## src/rtl/cu_sel_pkg.sv

```systemverilog
package cu_sel_pkg;
  typedef struct packed {
    logic start;
    logic advance;
    logic finishHit;
    logic finishMiss;
  } ctlStrobes_t;

  typedef enum logic {
    ST_IDLE = 1'b0,
    ST_WALK = 1'b1
  } selState_t;
endpackage

```

## src/rtl/cu_range_match.sv

```systemverilog
module cu_range_match #(
  parameter int ADDR_W = 8
) (
  input  logic [ADDR_W-1:0] addr,
  input  logic [ADDR_W-1:0] lo,
  input  logic [ADDR_W-1:0] hi,
  output logic              match
);
  assign match = (addr >= lo) && (addr <= hi);
endmodule

```

## src/rtl/cu_sel_datapath.sv

```systemverilog
module cu_sel_datapath
  import cu_sel_pkg::*;
#(
  parameter int NUM_UNITS = 4,
  parameter int ADDR_W    = 8,
  parameter int IDX_W     = 2,
  parameter int STEP_W    = 3
) (
  input  logic                        clk,
  input  logic                        rstN,
  input  ctlStrobes_t                 ctl,
  input  logic [NUM_UNITS*ADDR_W-1:0] rangeLo,
  input  logic [NUM_UNITS*ADDR_W-1:0] rangeHi,
  input  logic [NUM_UNITS-1:0]        lowPri,
  input  logic [ADDR_W-1:0]           reqAddr,
  output logic                        hit,
  output logic                        lastStep,
  output logic                        done,
  output logic                        noResp,
  output logic [IDX_W-1:0]            unitIdx,
  output logic [STEP_W-1:0]           pathPos
);
  localparam int LAST_STEP = 2 * NUM_UNITS - 2;
  localparam int LAST_UNIT = NUM_UNITS - 1;

  logic [ADDR_W-1:0]    addrQ;
  logic [STEP_W-1:0]    stepQ;
  logic [NUM_UNITS-1:0] inRange;
  logic                 outbound;
  logic [STEP_W-1:0]    visitStep;
  logic [IDX_W-1:0]     visitIdx;
  logic                 isLastUnit;

  for (genvar u = 0; u < NUM_UNITS; u++) begin : g_unit
    cu_range_match #(.ADDR_W(ADDR_W)) matchI (
      .addr  (addrQ),
      .lo    (rangeLo[u*ADDR_W +: ADDR_W]),
      .hi    (rangeHi[u*ADDR_W +: ADDR_W]),
      .match (inRange[u])
    );
  end

  always_comb begin
    outbound   = (stepQ < STEP_W'(NUM_UNITS));
    visitStep  = outbound ? stepQ : (STEP_W'(LAST_STEP) - stepQ);
    visitIdx   = visitStep[IDX_W-1:0];
    isLastUnit = (visitIdx == IDX_W'(LAST_UNIT));
    if (outbound) begin
      hit = inRange[visitIdx] && (!lowPri[visitIdx] || isLastUnit);
    end else begin
      hit = inRange[visitIdx] && lowPri[visitIdx];
    end
    lastStep = (stepQ == STEP_W'(LAST_STEP));
  end

  always_ff @(posedge clk or negedge rstN) begin
    if (!rstN) begin
      addrQ   <= '0;
      stepQ   <= '0;
      done    <= 1'b0;
      noResp  <= 1'b0;
      unitIdx <= '0;
      pathPos <= '0;
    end else begin
      done <= ctl.finishHit | ctl.finishMiss;
      if (ctl.start) begin
        addrQ   <= reqAddr;
        stepQ   <= '0;
        noResp  <= 1'b0;
        unitIdx <= '0;
        pathPos <= '0;
      end else if (ctl.advance) begin
        stepQ <= stepQ + STEP_W'(1);
      end
      if (ctl.finishHit) begin
        unitIdx <= visitIdx;
        pathPos <= stepQ + STEP_W'(1);
        noResp  <= 1'b0;
      end else if (ctl.finishMiss) begin
        unitIdx <= '0;
        pathPos <= '0;
        noResp  <= 1'b1;
      end
    end
  end
endmodule

```

## src/rtl/cu_sel_control.sv

```systemverilog
module cu_sel_control
  import cu_sel_pkg::*;
(
  input  logic        clk,
  input  logic        rstN,
  input  logic        reqValid,
  input  logic        hit,
  input  logic        lastStep,
  output ctlStrobes_t ctl,
  output logic        busy
);
  selState_t stateQ, stateD;

  always_comb begin
    ctl    = '0;
    stateD = stateQ;
    unique case (stateQ)
      ST_IDLE: begin
        if (reqValid) begin
          ctl.start = 1'b1;
          stateD    = ST_WALK;
        end
      end
      ST_WALK: begin
        if (hit) begin
          ctl.finishHit = 1'b1;
          stateD        = ST_IDLE;
        end else if (lastStep) begin
          ctl.finishMiss = 1'b1;
          stateD         = ST_IDLE;
        end else begin
          ctl.advance = 1'b1;
        end
      end
      default: stateD = ST_IDLE;
    endcase
  end

  always_ff @(posedge clk or negedge rstN) begin
    if (!rstN) stateQ <= ST_IDLE;
    else       stateQ <= stateD;
  end

  assign busy = (stateQ == ST_WALK);
endmodule

```

## src/rtl/cu_chain_sel.sv

```systemverilog
module cu_chain_sel
  import cu_sel_pkg::*;
#(
  parameter int NUM_UNITS = 4,
  parameter int ADDR_W    = 8,
  localparam int IDX_W    = (NUM_UNITS > 1) ? $clog2(NUM_UNITS) : 1,
  localparam int STEP_W   = $clog2(2 * NUM_UNITS)
) (
  input  logic                        clk,
  input  logic                        rstN,
  input  logic [NUM_UNITS*ADDR_W-1:0] rangeLo,
  input  logic [NUM_UNITS*ADDR_W-1:0] rangeHi,
  input  logic [NUM_UNITS-1:0]        lowPri,
  input  logic                        reqValid,
  input  logic [ADDR_W-1:0]           reqAddr,
  output logic                        busy,
  output logic                        done,
  output logic                        noResp,
  output logic [IDX_W-1:0]            unitIdx,
  output logic [STEP_W-1:0]           pathPos
);
  ctlStrobes_t ctl;
  logic        hit;
  logic        lastStep;

  cu_sel_control ctrlI (
    .clk      (clk),
    .rstN     (rstN),
    .reqValid (reqValid),
    .hit      (hit),
    .lastStep (lastStep),
    .ctl      (ctl),
    .busy     (busy)
  );

  cu_sel_datapath #(
    .NUM_UNITS (NUM_UNITS),
    .ADDR_W    (ADDR_W),
    .IDX_W     (IDX_W),
    .STEP_W    (STEP_W)
  ) dpI (
    .clk      (clk),
    .rstN     (rstN),
    .ctl      (ctl),
    .rangeLo  (rangeLo),
    .rangeHi  (rangeHi),
    .lowPri   (lowPri),
    .reqAddr  (reqAddr),
    .hit      (hit),
    .lastStep (lastStep),
    .done     (done),
    .noResp   (noResp),
    .unitIdx  (unitIdx),
    .pathPos  (pathPos)
  );
endmodule

```

## config.mk

```make
export PLATFORM = sky130hd
export DESIGN_NAME = cu_chain_sel
export DESIGN_NICKNAME = d
export VERILOG_FILES = /design/src/rtl/cu_sel_pkg.sv /design/src/rtl/cu_range_match.sv /design/src/rtl/cu_sel_datapath.sv /design/src/rtl/cu_sel_control.sv /design/src/rtl/cu_chain_sel.sv
export SDC_FILE = /design/constraint.sdc
export NUM_CORES = 1
export LEC_CHECK = 0
export BUFFER_PORTS_ARGS = -buffer_cell sky130_fd_sc_hd__buf_2
export CAP_MARGIN = 20
export CORE_ASPECT_RATIO = 1.4
export CORE_MARGIN = 1.5
export CORE_UTILIZATION = 46
export DETAILED_ROUTE_END_ITERATION = 12
export GPL_TIMING_DRIVEN = 0
export HOLD_SLACK_MARGIN = 0.15
export PLACE_DENSITY = 0.8
export SLEW_MARGIN = 20
export SYNTH_ARGS = -nofsm -noshare
export SYNTH_HDL_FRONTEND = slang
export SYNTH_SLANG_ARGS = --single-unit
```

## constraint.sdc

```tcl
create_clock -name clk -period 2.15 [get_ports clk]
set_input_delay 0.215 -clock clk [delete_from_list [all_inputs] [get_ports clk]]
set_output_delay 0.215 -clock clk [all_outputs]
set_load 0.05 [all_outputs]
```

==> impl_table.tex, run 1 <==
\begin{tabular}{lr}
\hline
Metric & Value \\
\hline
\multicolumn{2}{l}{\textbf{Timing}} \\
Minimum period implied by the final worst setup slack & 2500 ps \\
Rel. slew slack & 67.5\% \\
Final clock period utilization by the worst path & 116\% \\
Least-Margin Pin Slew & 488 ps \\
Final setup slack of the worst path & -347 ps \\
Maximum clock rate & 400 MHz \\
Endpoints failing hold & 0 \\
Max-slew violation count & 0 \\
Count of endpoints failing setup in the final report & 11 \\
Sum Neg Setup Slack & -3010 ps \\
Clock Skew & 2.61 ps \\
Setup repair after global routing missed its margin & true \\
\multicolumn{2}{l}{\textbf{Synthesis}} \\
Synth Register Bits & 19 \\
Netlist Area Pre-Place & 0.00248 mm² \\
Library cells used by synthesis & 37 \\
Sequential share of the synthesized area & 19.2\% \\
Post-Syn Area per Cell & 8.10 µm² \\
Asr flop ratio synth & 100\% \\
Number of enable flip-flop cells after synthesis & 0 \\
Top\_reg\_cell synth & dfrtp\_1 \\
Net count of the mapped netlist & 451 \\
Warnings from Yosys & 0 \\
Syn Inst Count & 306 \\
\multicolumn{2}{l}{\textbf{Placed design}} \\
Count of input and output buffers & 86 \\
Placer Congestion & 0.894 \\
DP Wirelength & 5.04 mm \\
\multicolumn{2}{l}{\textbf{Critical path}} \\
CP max-delay cell & dfrtp\_2 \\
Worst Reg2Reg Path Length in Cells & 11 \\
Total buffers and inverters traversed by the critical path & 3 \\
Logic depth of the worst setup path including buffers & 11 \\
Critical path endpoint category & register \\
Largest fanout on the critical path & 5 \\
Critical path launch point type & register \\
Cell repeated most along the worst path & buf\_6 \\
Worst path arrival time & 2680 ps \\
Largest stage delay on the critical path & 420 ps \\
Critical path class & reg2reg \\
Required arrival time at the worst endpoint & 2340 ps \\
Crit-path cells & buf\_12 -> ha\_4 -> a211o\_1 -> o211ai\_1 -> a31oi\_1 -> a211oi\_2 -> a311oi\_4 -> buf\_6 -> nor3b\_4 -> buf\_6 -> mux2i\_1 \\
Kind of cell adding the most delay to the critical path & compound AO/OA/AOI/OAI gates \\
\multicolumn{2}{l}{\textbf{CTS}} \\
Clock-pin slew of the registers on the worst-case setup and hold paths & 70 ps \\
Clock buffer count from CTS & 3 \\
H-tree depth & 1 \\
Root buffer cell & clkbuf\_8 \\
Buffers from clock root to sink, at most & 2 \\
Sink count of the clock tree & 19 \\
Clock insertion delay at the later pin of the skew report & 260 ps \\
Clock tree from TritonCTS & built \\
\multicolumn{2}{l}{\textbf{Routing}} \\
Vias per cell & 5.27 \\
Drt first-iter violations & 40 \\
Drt wl/cell & 14.1 µm \\
Antenna violation net count after detailed routing & 0 \\
Drt drc & 0 \\
Detailed Route WL & 6.90 mm \\
Pre-antenna DRT Iters & 4 \\
Total number of vias & 2588 \\
\multicolumn{2}{l}{\textbf{Floorplan}} \\
Initial Util & 47.7\% \\
Number of rows created at floorplan & 31 \\
Die boundary width & 65.1 µm \\
Number of top-level pins & 87 \\
Vertical die dimension & 89.9 µm \\
Core region area & 0.00520 mm² \\
Die Area & 0.00585 mm² \\
\multicolumn{2}{l}{\textbf{Layout}} \\
Count of antenna diodes in the layout & 0 \\
Nets & 571 \\
Filler instances & 433 \\
Most frequent cells in the layout & buf\_2, inv\_1, ha\_1 \\
Area used by multi-input combinational logic & 0.00198 mm² \\
Core utilization of the finished layout & 68.2\% \\
Ratio of cells with drive above 1 in the final layout & 36.2\% \\
Leading cell type in the layout, fill and taps excluded & buf\_2 \\
Area growth from synthesis to final layout & 42.8\% \\
Area taken by flip-flops and latches & 484 µm² \\
\multicolumn{2}{l}{\textbf{Status}} \\
Result of the run & finished with violations \\
Violated checks & negative setup slack \\
\multicolumn{2}{l}{\textbf{Global route}} \\
Via count of the first global-routing pass & 2627 \\
Sum of overflow across all layers after global routing & 0 \\
Number of antenna violations at the first check in global routing & 0 \\
Overall track demand over capacity in global routing & 23.8\% \\
Largest net degree at the start of global routing & 20 \\
Global-route wire length before repair & 11.0 mm \\
\multicolumn{2}{l}{\textbf{Power}} \\
Power share of the clock group & 5.8\% \\
Cell internal power dissipation & 0.00226 W \\
Sequential share of power & 17.4\% \\
Total Power & 0.00446 W \\
Maximum ir drop on the vdd rail & 0.931 mV \\
Portion of total power attributed to combinational logic & 76.8\% \\
Psw & 0.00220 W \\
Power density over cell area & 1260 mW/mm² \\
Leak pwr & 1.93 nW \\
Switching part of the total power & 49.3\% \\
\multicolumn{2}{l}{\textbf{Worst hold path}} \\
Worst hold stages & 3 \\
Worst hold path type & in2reg \\
\multicolumn{2}{l}{\textbf{Run}} \\
Max cap viols & 0 \\
\hline
\end{tabular}
## final timing paths
path,start,end,slack [ps]
min in group asynchronous,rstN,dpI.pathPos[0],420
max in group asynchronous,rstN,dpI.addrQ[2],1400
min,reqAddr[3],dpI.addrQ[3],160
max reg2reg,dpI.addrQ[5],dpI.unitIdx[0],-350
min reg2reg,dpI.noResp,dpI.noResp,520
max,dpI.addrQ[5],dpI.unitIdx[0],-350
## cell families after synthesis
group,share of synthesized area (%)
AOI/OAI and AO/OA,16.3
buffers and inverters,10.0
and+or+nand+nor,16.0
adders and majority gates,33.3
muxes,4.09
xor gates and xnor gates,1.06
DFF,19.2
## area by class of cell
class	instances	share of cell area, %
tap	66	2.33
sequential	19	13.7
multi-input combinational	223	56.0
buffer	4	0.742
timing repair buffer	115	19.5
inverter	60	6.43
clock buffer	4	1.27
## sequential cells by signal, indices dropped and copies added, names as in the netlist
name	flops
dpI.done	1
dpI.noResp	1
dpI.stepQ	3
ctrlI.busy	1
dpI.addrQ	8
dpI.unitIdx	2
dpI.pathPos	3
## synth_stat cells, types with 6 or more instances
cell	n	share of area [%]
a21oi_1	22	4.4
o211ai_1	6	1.8
nand4_1	11	2.8
nor2b_1	8	2.0
nand2_1	44	6.7
o21ai_0	10	2.0
a211oi_1	6	1.8
dfrtp_1	19	19
mux2i_1	9	3.6
inv_1	60	9.1
ha_1	66	33
nor2_1	6	0.91
## per-layer routing
metal | track usage, % | wire (µm)
met1 | 26.2 | 2790
met2 | 45.1 | 3570
met3 | 1.63 | 319
met4 | 10.8 | 216
met5 | 0 | 0
## worst register-to-register path: cells and delay by family, from the launching register on
family          cells  cell delay [ps]
flops               1              420
mux                 1              200
compound gates      5              930
simple gates        1              190
fa+ha+maj           1              210
buf+inv             3              460
## power by group through the flow
stage | combinational (W) | sequential (W) | clock, W
after floorplan | 0.00175 | 0.000922 | 0
after global placement | 0.00239 | 0.000827 | 0
after detailed placement | 0.00250 | 0.000834 | 0
after CTS | 0.00329 | 0.000775 | 0.000260
after global routing | 0.00373 | 0.000799 | 0.000277
final | 0.00342 | 0.000775 | 0.000256
## per-stage QoR
| step | instance area, µm² | instances | hold slack, ps | worst slack, ps |
|---|---|---|---|---|
| floorplan | 2580 | 306 | -80.6 | -84.0 |
| global placement | 3090 | 458 | 173 | -536 |
| detailed placement | 3090 | 458 | 182 | -572 |
| CTS | 3520 | 490 | 164 | -257 |
| global route | 3540 | 491 | 159 | -429 |
| finish | 3540 | 491 | 165 | -347 |
## repair_timing
action | in CTS | in global routing
gates resized for setup | 35 | 2
hold buffers | 6 | 0
endpoints found under the setup margin | 11 | 11
endpoints found under the hold margin | 24 | 0
buffers inserted | 22 | 1
cloned | 0 | 0
pin swaps | 15 | 9
Power figures use the tool's default switching activity.
==> run 2, diff against run 1 <==
--- a/config.mk
+++ b/config.mk
@@ -8,7 +8,7 @@
 export BUFFER_PORTS_ARGS = -buffer_cell sky130_fd_sc_hd__buf_2
 export CAP_MARGIN = 20
 export CORE_ASPECT_RATIO = 1.4
-export CORE_MARGIN = 1.5
+export CORE_MARGIN = 2
 export CORE_UTILIZATION = 46
 export DETAILED_ROUTE_END_ITERATION = 12
 export GPL_TIMING_DRIVEN = 0
==> impl_table.tex, run 2 (synthesis gave the netlist of run 1 again) <==
\begin{tabular}{lr}
\hline
Metric & Value \\
\hline
\multicolumn{2}{l}{\textbf{Timing}} \\
Endpoints failing hold & 0 (unchanged) \\
Setup repair after global routing missed its margin & true \\
Count of endpoints failing setup in the final report & 11 (unchanged) \\
Final clock period utilization by the worst path & 116\% (+0.21 points) \\
Minimum period implied by the final worst setup slack & 2500 ps (+4.58 ps) \\
Sum Neg Setup Slack & -3050 ps (-40.0 ps) \\
Clock Skew & 6.84 ps (+4.23 ps) \\
Rel. slew slack & 68.7\% (+1.2 points) \\
Maximum clock rate & 400 MHz (-0.18\%) \\
Max-slew violation count & 0 (unchanged) \\
Final setup slack of the worst path & -352 ps (-4.58 ps) \\
Least-Margin Pin Slew & 469 ps (-18.7 ps) \\
\multicolumn{2}{l}{\textbf{Layout}} \\
Area growth from synthesis to final layout & 39.3\% \\
Ratio of cells with drive above 1 in the final layout & 34.4\% (-1.8 points) \\
Most frequent cells in the layout & buf\_2, inv\_1, ha\_1 \\
Area taken by flip-flops and latches & 484 µm² (unchanged) \\
Area used by multi-input combinational logic & 0.00193 mm² (-2.7\%) \\
Count of antenna diodes in the layout & 0 (unchanged) \\
Filler instances & 444 (+2.5\%) \\
Most flops, register & dpI.addrQ \\
Flip-flop count of the largest register, all copies and words added & 8 (unchanged) \\
Nets & 567 (-0.70\%) \\
Largest registers ranked by flip-flop count & dpI.addrQ: 8 flops, dpI.pathPos: 3 flops, dpI.stepQ: 3 flops \\
Leading cell type in the layout, fill and taps excluded & buf\_2 \\
\multicolumn{2}{l}{\textbf{Routing}} \\
Detailed Route WL & 6.73 mm (-2.5\%) \\
Drt drc & 0 (unchanged) \\
Vias per cell & 5.30 (+0.47\%) \\
Antenna violation net count after detailed routing & 0 (unchanged) \\
Total number of vias & 2579 (-0.35\%) \\
Drt wl/cell & 13.8 µm (-1.7\%) \\
Pre-antenna DRT Iters & 4 (unchanged) \\
Drt first-iter violations & 71 (+78\%) \\
\multicolumn{2}{l}{\textbf{Critical path}} \\
Largest stage delay on the critical path & 510 ps (+90 ps) \\
CP max-delay cell & dfrtp\_2 \\
Critical path endpoint category & register \\
Required arrival time at the worst endpoint & 2330 ps (about the same) \\
Critical path launch point type & register \\
Largest fanout on the critical path & 6 (+1) \\
Crit-path cells & ha\_4 -> nand4\_1 -> nor2\_2 -> a211oi\_1 -> o311ai\_1 -> o2111ai\_2 -> nor3b\_4 -> buf\_6 -> mux2i\_2 \\
Worst path arrival time & 2690 ps (about the same) \\
Critical path class & reg2reg \\
\multicolumn{2}{l}{\textbf{CTS}} \\
Root buffer cell & clkbuf\_8 \\
Clock buffer count from CTS & 3 (unchanged) \\
Clock tree from TritonCTS & built \\
H-tree depth & 1 (unchanged) \\
Buffers from clock root to sink, at most & 2 (unchanged) \\
Clock-pin slew of the registers on the worst-case setup and hold paths & 70 ps (about the same) \\
Clock insertion delay at the later pin of the skew report & 260 ps (about the same) \\
Sink count of the clock tree & 19 (unchanged) \\
\multicolumn{2}{l}{\textbf{Floorplan}} \\
Core region area & 0.00520 mm² (unchanged) \\
Number of rows created at floorplan & 31 (unchanged) \\
Die Area & 0.00600 mm² (+2.7\%) \\
Initial Util & 47.7\% (unchanged) \\
Die boundary width & 66.1 µm (+1.5\%) \\
Number of top-level pins & 87 (unchanged) \\
Vertical die dimension & 90.9 µm (+1.1\%) \\
\multicolumn{2}{l}{\textbf{Global route}} \\
Global-route wire length before repair & 10.8 mm (-2.1\%) \\
Number of antenna violations at the first check in global routing & 0 (unchanged) \\
Via count of the first global-routing pass & 2567 (-2.3\%) \\
Overall track demand over capacity in global routing & 22.7\% (-1.1 points) \\
Largest net degree at the start of global routing & 20 (unchanged) \\
Sum of overflow across all layers after global routing & 0 (unchanged) \\
\multicolumn{2}{l}{\textbf{Status}} \\
Result of the run & finished with violations \\
Violated checks & negative setup slack \\
\multicolumn{2}{l}{\textbf{Run}} \\
Max cap viols & 0 (unchanged) \\
\multicolumn{2}{l}{\textbf{Power}} \\
Power density over cell area & 1210 mW/mm² (-3.8\%) \\
Maximum ir drop on the vdd rail & 0.800 mV (-14\%) \\
Leak pwr & 1.92 nW (-0.52\%) \\
\multicolumn{2}{l}{\textbf{Placed design}} \\
Placer Congestion & 0.892 (-0.27\%) \\
Pre-CTS WS & -535 ps (+37.5 ps) \\
DP Wirelength & 5.28 mm (+4.8\%) \\
Count of input and output buffers & 86 (unchanged) \\
\multicolumn{2}{l}{\textbf{Worst hold path}} \\
Worst hold path type & in2reg \\
\hline
\end{tabular}
## run 2: cell count changes in the layout (fill, tap and decap cells not counted), moves of 2 or more
cell	previous run	this run
buf_6	6	4
a211oi_2	2	0
o21ai_1	4	1
ha_4	10	8
buf_4	17	14
o21ai_0	5	8
ha_1	56	58
## run 2: critical path, delay by kind of cell (launching register included)
kind	cells	cell delay [ps]
compound gates	3	680
simple gates	3	570
buf+inv	1	160
fa+ha+maj	1	300
flops	1	510
mux	1	200
## run 2: stage by stage
| stage | cells | power, W | cell area (µm²) | hold slack, ps | util [%] |
|---|---|---|---|---|---|
| 6_report | 487 | 0.00418 | 3450 | 157 | 66.5 |
| 5_1_grt | 487 | 0.00458 | 3450 | 174 | 66.5 |
| 4_1_cts | 483 | 0.00402 | 3390 | 159 | 65.2 |
| 3_5_place_dp | 458 | 0.00335 | 3090 | 183 | 59.5 |
| 3_3_place_gp | 458 | 0.00322 | 3090 | 175 | 59.5 |
| 2_1_floorplan | 306 | 0.00267 | 2580 | -80.6 | - |
## run 2: area by class of cell
class / instances / share of cell area (%)
clock inverters: 1 / 0.145
repair buffers: 111 / 18.9
inverters: 60 / 6.59
multi-input cells: 223 / 55.9
plain buffers: 4 / 0.869
clock buffers: 3 / 1.20
flip-flops and latches: 19 / 14.0
well taps: 66 / 2.39
## run 2: worst paths after layout
kind / to / from / depth (start not counted) / slack, ps
max: dpI.unitIdx[0] / dpI.addrQ[7] / 9 / -350
min: dpI.addrQ[3] / reqAddr[3] / 3 / 160
max reg2reg: dpI.unitIdx[0] / dpI.addrQ[7] / 9 / -350
min reg2reg: dpI.noResp / dpI.noResp / 2 / 510
max in group asynchronous: dpI.addrQ[2] / rstN / 2 / 1390
min in group asynchronous: dpI.unitIdx[0] / rstN / 2 / 420
## run 2: layer usage
layer | GRT usage, % | vias up | part of all wire [%]
met4 | 7.14 | 0 | 2.2
li1 | - | 1289 | -
met3 | 0.998 | 16 | 4.3
met2 | 44.4 | 88 | 53
met5 | 0 | - | 0
met1 | 25.1 | 1186 | 40
## run 2: what timing repair did
action	in CTS	in global routing
gates resized for setup	16	7
endpoints found under the hold margin	25	0
hold buffers	7	0
pin swaps	8	4
setup endpoints to repair	11	11
buffers inserted	14	4
## run 2: power breakdown
part           internal (W)  switching [W]
Clock              0.000129       0.000123
Combinational       0.00145        0.00167
Sequential         0.000528       0.000274
Total               0.00211        0.00207
